<file path="src/rtl/uart_irq_prio.sv">
module uart_irq_prio (
  input  logic       clk,
  input  logic       rst_n,
  input  logic       isr_rd,
  input  logic       lsr_rd,
  input  logic       msr_rd,
  input  logic       rhr_rd,
  input  logic       thr_wr,
  input  logic       en_line,
  input  logic       en_rx,
  input  logic       en_tx,
  input  logic       en_modem,
  input  logic       en_char,
  input  logic       en_cts,
  input  logic       en_rts,
  input  logic       enh_en,
  input  logic       auto_cts_on,
  input  logic       auto_rts_on,
  input  logic [3:0] lsr_err,
  input  logic [3:0] msr_delta,
  input  logic       rx_at_trig,
  input  logic       rx_timeout,
  input  logic       tx_at_trig,
  input  logic       tx_empty,
  input  logic       xoff_det,
  input  logic       spec_det,
  input  logic       rx_char,
  input  logic       cts_in,
  input  logic       rts_out,
  output logic [5:0] isr_code,
  output logic       irq
);
  localparam logic [5:0] C_NONE = 6'h01;
  localparam logic [5:0] C_LSR  = 6'h06;
  localparam logic [5:0] C_TO   = 6'h0C;
  localparam logic [5:0] C_RX   = 6'h04;
  localparam logic [5:0] C_TX   = 6'h02;
  localparam logic [5:0] C_MS   = 6'h00;
  localparam logic [5:0] C_CHR  = 6'h10;
  localparam logic [5:0] C_PIN  = 6'h20;

  logic lsr_p, to_p, tx_p, ms_p, xo_p, sp_p, cts_p, rts_p;
  logic tx_q, cts_q, rts_q;

  wire tx_cond = tx_at_trig | tx_empty;
  wire rx_lvl  = en_rx & rx_at_trig;

  wire lsr_set = en_line & |lsr_err;
  wire to_set  = en_rx & rx_timeout;
  wire tx_set  = en_tx & tx_cond & ~tx_q;
  wire ms_set  = en_modem & |msr_delta;
  wire xo_set  = en_char & xoff_det;
  wire sp_set  = en_char & spec_det;
  wire cts_set = enh_en & en_cts & auto_cts_on & cts_in & ~cts_q;
  wire rts_set = enh_en & en_rts & auto_rts_on & rts_out & ~rts_q;

  wire rd_tx  = isr_rd & (isr_code == C_TX);
  wire rd_chr = isr_rd & (isr_code == C_CHR);

  always_comb begin
    if (lsr_p)                   isr_code = C_LSR;
    else if (to_p)               isr_code = C_TO;
    else if (rx_lvl)             isr_code = C_RX;
    else if (tx_p)               isr_code = C_TX;
    else if (ms_p)               isr_code = C_MS;
    else if (xo_p | sp_p)        isr_code = C_CHR;
    else if (cts_p | rts_p)      isr_code = C_PIN;
    else                         isr_code = C_NONE;
  end

  assign irq = lsr_p | to_p | rx_lvl | tx_p | ms_p | xo_p | sp_p | cts_p | rts_p;

  always_ff @(posedge clk) begin
    if (!rst_n) begin
      {lsr_p, to_p, tx_p, ms_p, xo_p, sp_p, cts_p, rts_p} <= '0;
      {tx_q, cts_q, rts_q} <= '0;
    end else begin
      tx_q  <= tx_cond;
      cts_q <= cts_in;
      rts_q <= rts_out;
      lsr_p <= lsr_set | (lsr_p & ~lsr_rd);
      to_p  <= to_set  | (to_p  & ~rhr_rd);
      tx_p  <= tx_set  | (tx_p  & ~(thr_wr | rd_tx));
      ms_p  <= ms_set  | (ms_p  & ~msr_rd);
      xo_p  <= xo_set  | (xo_p  & ~rd_chr);
      sp_p  <= sp_set  | (sp_p  & ~(rd_chr | rx_char));
      cts_p <= cts_set | (cts_p & ~msr_rd);
      rts_p <= rts_set | (rts_p & ~msr_rd);
    end
  end

  assert_irq_code_R12: assert property (@(posedge clk) disable iff (!rst_n)
    irq == (isr_code != C_NONE));

  assert_lsr_top_R2: assert property (@(posedge clk) disable iff (!rst_n)
    lsr_p |-> isr_code == C_LSR);

  assert_lsr_clear_R3: assert property (@(posedge clk) disable iff (!rst_n)
    (lsr_rd && !lsr_set) |=> !lsr_p);

  assert_to_clear_R5: assert property (@(posedge clk) disable iff (!rst_n)
    (rhr_rd && !to_set) |=> !to_p);

  assert_tx_clear_R6: assert property (@(posedge clk) disable iff (!rst_n)
    (thr_wr && !tx_set) |=> !tx_p);

  assert_msr_clear_R7: assert property (@(posedge clk) disable iff (!rst_n)
    (msr_rd && !ms_set && !cts_set && !rts_set) |=> !(ms_p || cts_p || rts_p));

  assert_cts_gate_R9: assert property (@(posedge clk) disable iff (!rst_n)
    $rose(cts_p) |-> $past(enh_en && en_cts && auto_cts_on));
endmodule

</file>
<file path="config.mk">
export PLATFORM = sky130hd
export DESIGN_NAME = uart_irq_prio
export DESIGN_NICKNAME = d
export VERILOG_FILES = /design/src/rtl/uart_irq_prio.sv
export SDC_FILE = /design/constraint.sdc
export NUM_CORES = 1
export LEC_CHECK = 0
export BUFFER_PORTS_ARGS = -buffer_cell sky130_fd_sc_hd__buf_4
export CAP_MARGIN = 20
export CORE_UTILIZATION = 33
export DETAILED_ROUTE_END_ITERATION = 12
export PLACE_DENSITY = 0.72
export RECOVER_POWER = 25
export SYNTH_ARGS = -nofsm -noshare
export SYNTH_HDL_FRONTEND = slang
export SYNTH_SLANG_ARGS = --single-unit
export TNS_END_PERCENT = 1
</file>
<file path="constraint.sdc">
create_clock -name clk -period 1 [get_ports clk]
set_input_delay 0.1 -clock clk [delete_from_list [all_inputs] [get_ports clk]]
set_output_delay 0.1 -clock clk [all_outputs]
set_load 0.01 [all_outputs]
</file>
# ---- Word level (Yosys, flattened, before mapping)
# Index checks and enable logic that the tools add are counted.
dict set report word_totals {
  output_inout_bits 7
  ff_bits 11
}
dict set report classes {
  n_bitwise 56
  muxes 7
  eq_ne 2
  n_reduce_logical 2
}
# op count
set ops {}
lappend ops {{2-to-1 mux 6 bit} 7}
lappend ops {{bitwise AND 1 bit} 26}
lappend ops {{bitwise OR 1 bit} 21}
lappend ops {{inverter 1 bit} 9}
lappend ops {{OR reduction 4 bit} 2}
lappend ops {{== test 6 x 2 -> 1 bit, second input constant} 1}
lappend ops {{== test 6 x 5 -> 1 bit, second input constant} 1}

# ---- Depth between registers and ports, before layout
dict set report logic_depth {
  ltp_word 14
  mapped_depth 3
  depth_no_buf 3
}

# ---- Least setup slack after synthesis
# No wires, ideal clock.
dict set report synth_timing {
  path_type {register -> register}
  from {reg to_p}
  to {reg sp_p}
  setup_time_ns 0.138
  path_buffers 0
  t_arrival_ns 1.004
  slack_ns -0.142
  stages_incl_launch_ff 4
  path_cell_list {dfxtp_1 -> a211o_4 -> nor4_4 -> a311oi_1}
}
dict set report synth_between {
  elab_chain_cells 8
}
# item line
set synth_lines {}
lappend synth_lines {{start: declaration} 42} ;# logic lsr_p, to_p, tx_p, ms_p, xo_p, sp_p, cts_p, rts_p;
lappend synth_lines {{start signal: assignment} 82} ;# to_p <= to_set | (to_p & ~rhr_rd);
lappend synth_lines {{2-to-1 mux 6 bit} 62} ;# else if (to_p) isr_code = C_TO;
lappend synth_lines {{2-to-1 mux 6 bit} 61} ;# if (lsr_p) isr_code = C_LSR;
lappend synth_lines {{named net isr_code[2]} 30} ;# output logic [5:0] isr_code,
lappend synth_lines {{== test 6 x 5 -> 1 bit} 58} ;# wire rd_chr = isr_rd & (isr_code == C_CHR);
lappend synth_lines {{bitwise AND 1 bit} 58}
lappend synth_lines {{bitwise OR 1 bit} 86} ;# sp_p <= sp_set | (sp_p & ~(rd_chr | rx_char));
lappend synth_lines {{inverter 1 bit} 86}
lappend synth_lines {{bitwise AND 1 bit} 86}
lappend synth_lines {{bitwise OR 1 bit} 86}
lappend synth_lines {{end signal: assignment} 86}
lappend synth_lines {{end: declaration} 42}
# The timed path passes the listed nets, and every way through them passes these cells.
# A chain may end at the register's enable or synchronous reset.

# ---- Final worst setup path
dict set report layout_timing {
  from {reg to_p}
  to {out isr_code[5]}
}
dict set report layout_between {
  elab_chain_cells 2
}
# item line
set layout_lines {}
lappend layout_lines {{2-to-1 mux 6 bit} 62}
lappend layout_lines {{2-to-1 mux 6 bit} 61}
lappend layout_lines {{end: declaration} 30}
# Every way passes these cells.

==> impl.org <==
** Critical path
- STA puts the critical path data required time at 0.90 ns.
- Worst setup SP type :: flip-flop
- The slowest stage of the critical path belongs to the cell sky130_fd_sc_hd__a211o_4.
- Along the worst path, the maximum fanout reaches 4.
- Start-to-end type of the worst setup path :: flip-flop to output port
- Worst path cell trace :: a211o_4, nor3_4, and3b_1, buf_4
- The kind of cell with the highest combined delay along the critical path is compound AO/OA/AOI/OAI gates.
- At the worst endpoint, the arrival time is 1.38 ns.
- STA classifies the critical path endpoint as an output port.
- Crit-path max cell delay :: 0.34 ns
- Counting both buffers and inverters, the worst setup path holds a total of 1.

** Route
- Vias post-DR :: 567
- Antenna-violating nets left :: 0
- After the first detailed-routing iteration, the DRC count stood at 5.
- DRC violations left :: 0
- Detail-routed net length per standard cell :: 10.9 um
- After detailed routing, the total wire length is 1300 um.
- For this run, the detailed router's first-pass iteration total came to 4.
- In the routed layout, each cell is associated on average with a via count of 4.73.

** Global route
- In the global route stage, overall resource usage came out at 0.151.
- Global routing finished with a remaining overflow of 0.
- Number of global-route vias before repair :: 572
- Global-route wire length before repair :: 2070 um
- The initial antenna violation count was 0.
- Entering global routing, the biggest net connects 8 pins.

** Place
- Global placement routability congestion :: 0.756
- Detailed placer's ending HPWL :: 1090 um
- During placement, the flow inserted port buffers numbering 40.
- DP Area :: 877 sq um
- Setup slack at placement :: -0.207 ns

** Clocking
- Maximum clock insertion buffer count :: 2
- Clock latency on the worst-skew pair, taken at its later pin, is 0.26 ns.
- H-tree depth reported by CTS :: 1
- The clock net in this run drives a total of 11 sinks.
- TritonCTS built the clock tree.
- Clock root buffer master :: sky130_fd_sc_hd__clkbuf_4
- Counting the buffers created by CTS gives 3.
- After clock tree synthesis, the clock-pin slew on the worst setup and hold paths is 0.07 ns.
- Buffers inserted to repair hold after CTS numbered 0.

** STA
- Setup violations remaining at the end of the flow were counted as 10.
- Fin Setup TNS :: -2.42 ns
- Skew final :: 0.00359 ns
- Achievable frequency :: 678 MHz
- Measured slew at the worst slew-check pin :: 0.290 ns
- Final Hold Fails :: 0
- The final number of max-transition violations is 0.
- RSZ-0062 raised after global routing :: yes
- Max_slew headroom :: 0.804
- Counting I/O delays and the setup requirement, the final critical path takes 1.48 ns.
- Setup slack on the critical path of the routed design comes to -0.475 ns.
- Worst Hold Margin :: 0.0191 ns
- Period utilization :: 1.48

** Synthesis
- Cells taking the most area after synthesis :: sky130_fd_sc_hd__dfxtp_1, sky130_fd_sc_hd__a21oi_1, sky130_fd_sc_hd__and2_1
- Summed over all instances, the cell type with the most area after synthesis is sky130_fd_sc_hd__dfxtp_1.
- Mapped Area :: 513 sq um
- Dividing the synthesized area by the synthesized cell count gives 9.33 sq um.
- In this run, synthesis produced a sequential element count of 11.
- Number of distinct standard cells referenced by the synthesized netlist :: 23
- Yosys top cell area share :: 0.429
- During synthesis, Yosys emitted a total of 0 warnings.
- After technology mapping, the gate count stands at 55.
- For this run, the register share of the synthesized area comes to 0.429.
- Syn nets :: 89

** Floorplanning
- Initial core utilization :: 0.375
- Overall die height :: 41.4 um
- Die Footprint :: 1720 sq um
- For this design the top-level I/O count stands at 41.
- Standard-cell row count :: 13
- Standard cell core area :: 1370 sq um
- Chip width :: 41.4 um

** Cells and area
- Antenna cells :: 0
- Summing all flip-flop and latch instances after layout gives 223 sq um.
- Growth of design area from synthesis to finish :: 78.0%
- Count of nets after finishing :: 140
- Multi-input gate area :: 285 sq um
- Measured on the finished design, the core utilization comes to 0.668.
- Final-layout fill cell count :: 118
- Final cell area excluding filler cells :: 913 sq um
- In the final layout, the share of cells above drive strength 1 is 0.524.

** Power
- The worst-case IR drop observed on VDD is 0.888 mV.
- Internal power of the cells :: 794 uW
- Part of the total power dissipated in sequential elements :: 0.460
- The analysis attributes to net switching a power of 252 uW.
- The share of total power dissipated in combinational logic is 0.269.
- Cell leakage power :: 0.434 nW
- Clk pwr share :: 0.272
- Of the total power, the share spent switching nets is 0.241.
- Cell Pwr Density :: 1150 nW/um^2

** Outcome
- The final reports fail on negative setup slack.
- The run finished, with violations left.

** Run
- Max-cap viol count :: 0

** Min path
- In this run the worst hold path is classified as input pin to flip-flop.
kinds of logic after synthesis:
kind of cell	after synthesis	synth area share
AND/OR/NAND/NOR	23	0.300
AO/OA/AOI/OAI	16	0.234
flip-flops	11	0.429
buffers and inverters	5	0.0366
cells in the mapped netlist:
cell                       count
sky130_fd_sc_hd__a211o_4       1
sky130_fd_sc_hd__a21boi_0      1
sky130_fd_sc_hd__a21o_1        1
sky130_fd_sc_hd__a21oi_1       5
sky130_fd_sc_hd__a311oi_1      2
sky130_fd_sc_hd__and2_1        4
sky130_fd_sc_hd__and3_1        1
sky130_fd_sc_hd__and3b_1       1
sky130_fd_sc_hd__dfxtp_1      11
sky130_fd_sc_hd__inv_1         5
sky130_fd_sc_hd__nand2_1       4
sky130_fd_sc_hd__nand2b_1      3
sky130_fd_sc_hd__nand3_1       1
sky130_fd_sc_hd__nand3b_1      1
sky130_fd_sc_hd__nand4_1       2
sky130_fd_sc_hd__nor2_1        3
sky130_fd_sc_hd__nor2b_1       1
sky130_fd_sc_hd__nor3_4        1
sky130_fd_sc_hd__nor4_4        1
sky130_fd_sc_hd__o21a_1        1
sky130_fd_sc_hd__o22ai_1       2
sky130_fd_sc_hd__o31ai_1       1
sky130_fd_sc_hd__o41ai_1       2
layout make-up:
class                      instances  area share
clock buffer                       4      0.0288
inverter                           5      0.0205
multi-input combinational         39       0.312
sequential                        11       0.244
tap                               15      0.0205
timing repair buffer              46       0.374
flip-flops by register name, summed over array words and instances (netlist names):
signal / flops
tx_p: 1
rts_p: 1
cts_q: 1
xo_p: 1
cts_p: 1
rts_q: 1
ms_p: 1
lsr_p: 1
tx_q: 1
sp_p: 1
to_p: 1
routing by layer:
metal	GRT usage	vias up	part of all wire
met5	0	-	0
li1	-	299	-
met1	0.148	244	0.39
met4	0.0194	0	0
met2	0.300	24	0.54
met3	0.0565	0	0.068
cell usage in the layout (no fill, tap or decap), types with 2 or more instances in the layout:
cell                       Yosys  layout
sky130_fd_sc_hd__nand4_1       2       2
sky130_fd_sc_hd__inv_1         5       5
sky130_fd_sc_hd__nand2b_1      3       3
sky130_fd_sc_hd__nand2_1       4       4
sky130_fd_sc_hd__nor2_1        3       2
sky130_fd_sc_hd__o41ai_1       2       2
sky130_fd_sc_hd__dfxtp_2       0       2
sky130_fd_sc_hd__clkbuf_1      0       2
sky130_fd_sc_hd__dfxtp_1      11       9
sky130_fd_sc_hd__buf_4         0      45
sky130_fd_sc_hd__o22ai_1       2       2
sky130_fd_sc_hd__and2_1        4       3
sky130_fd_sc_hd__a311oi_1      2       2
sky130_fd_sc_hd__clkbuf_4      0       3
sky130_fd_sc_hd__a21oi_1       5       4
through the flow:
step	cells	power, mW
floorplan	55	0.586
global placement	116	0.761
detailed placement	116	0.768
CTS	120	1.06
global route	120	1.11
finish	120	1.05
repair_timing:
item | 4_1_cts | 5_1_grt
pin swaps | 2 | 1
resized for setup | 4 | 1
buffers inserted | 0 | 0
endpoints found under the setup margin | 10 | 10
power by group through the flow:
stage | logic [mW] | registers (mW) | clock network, mW
5_1_grt | 0.306 | 0.484 | 0.319
3_5_place_dp | 0.278 | 0.490 | 0
4_1_cts | 0.283 | 0.481 | 0.297
3_3_place_gp | 0.272 | 0.489 | 0
2_1_floorplan | 0.0964 | 0.489 | 0
6_report | 0.281 | 0.481 | 0.284
final timing paths:
kind | start | endpoint | slack, ns | cells after the start
worst min-delay path | thr_wr | tx_p | 0.02 | 2
worst max-delay path | to_p | isr_code[5] | -0.48 | 4
worst max register to register | to_p | tx_p | -0.08 | 4
worst min register to register | tx_q | tx_p | 0.49 | 2
Power figures use the tool's default switching activity.
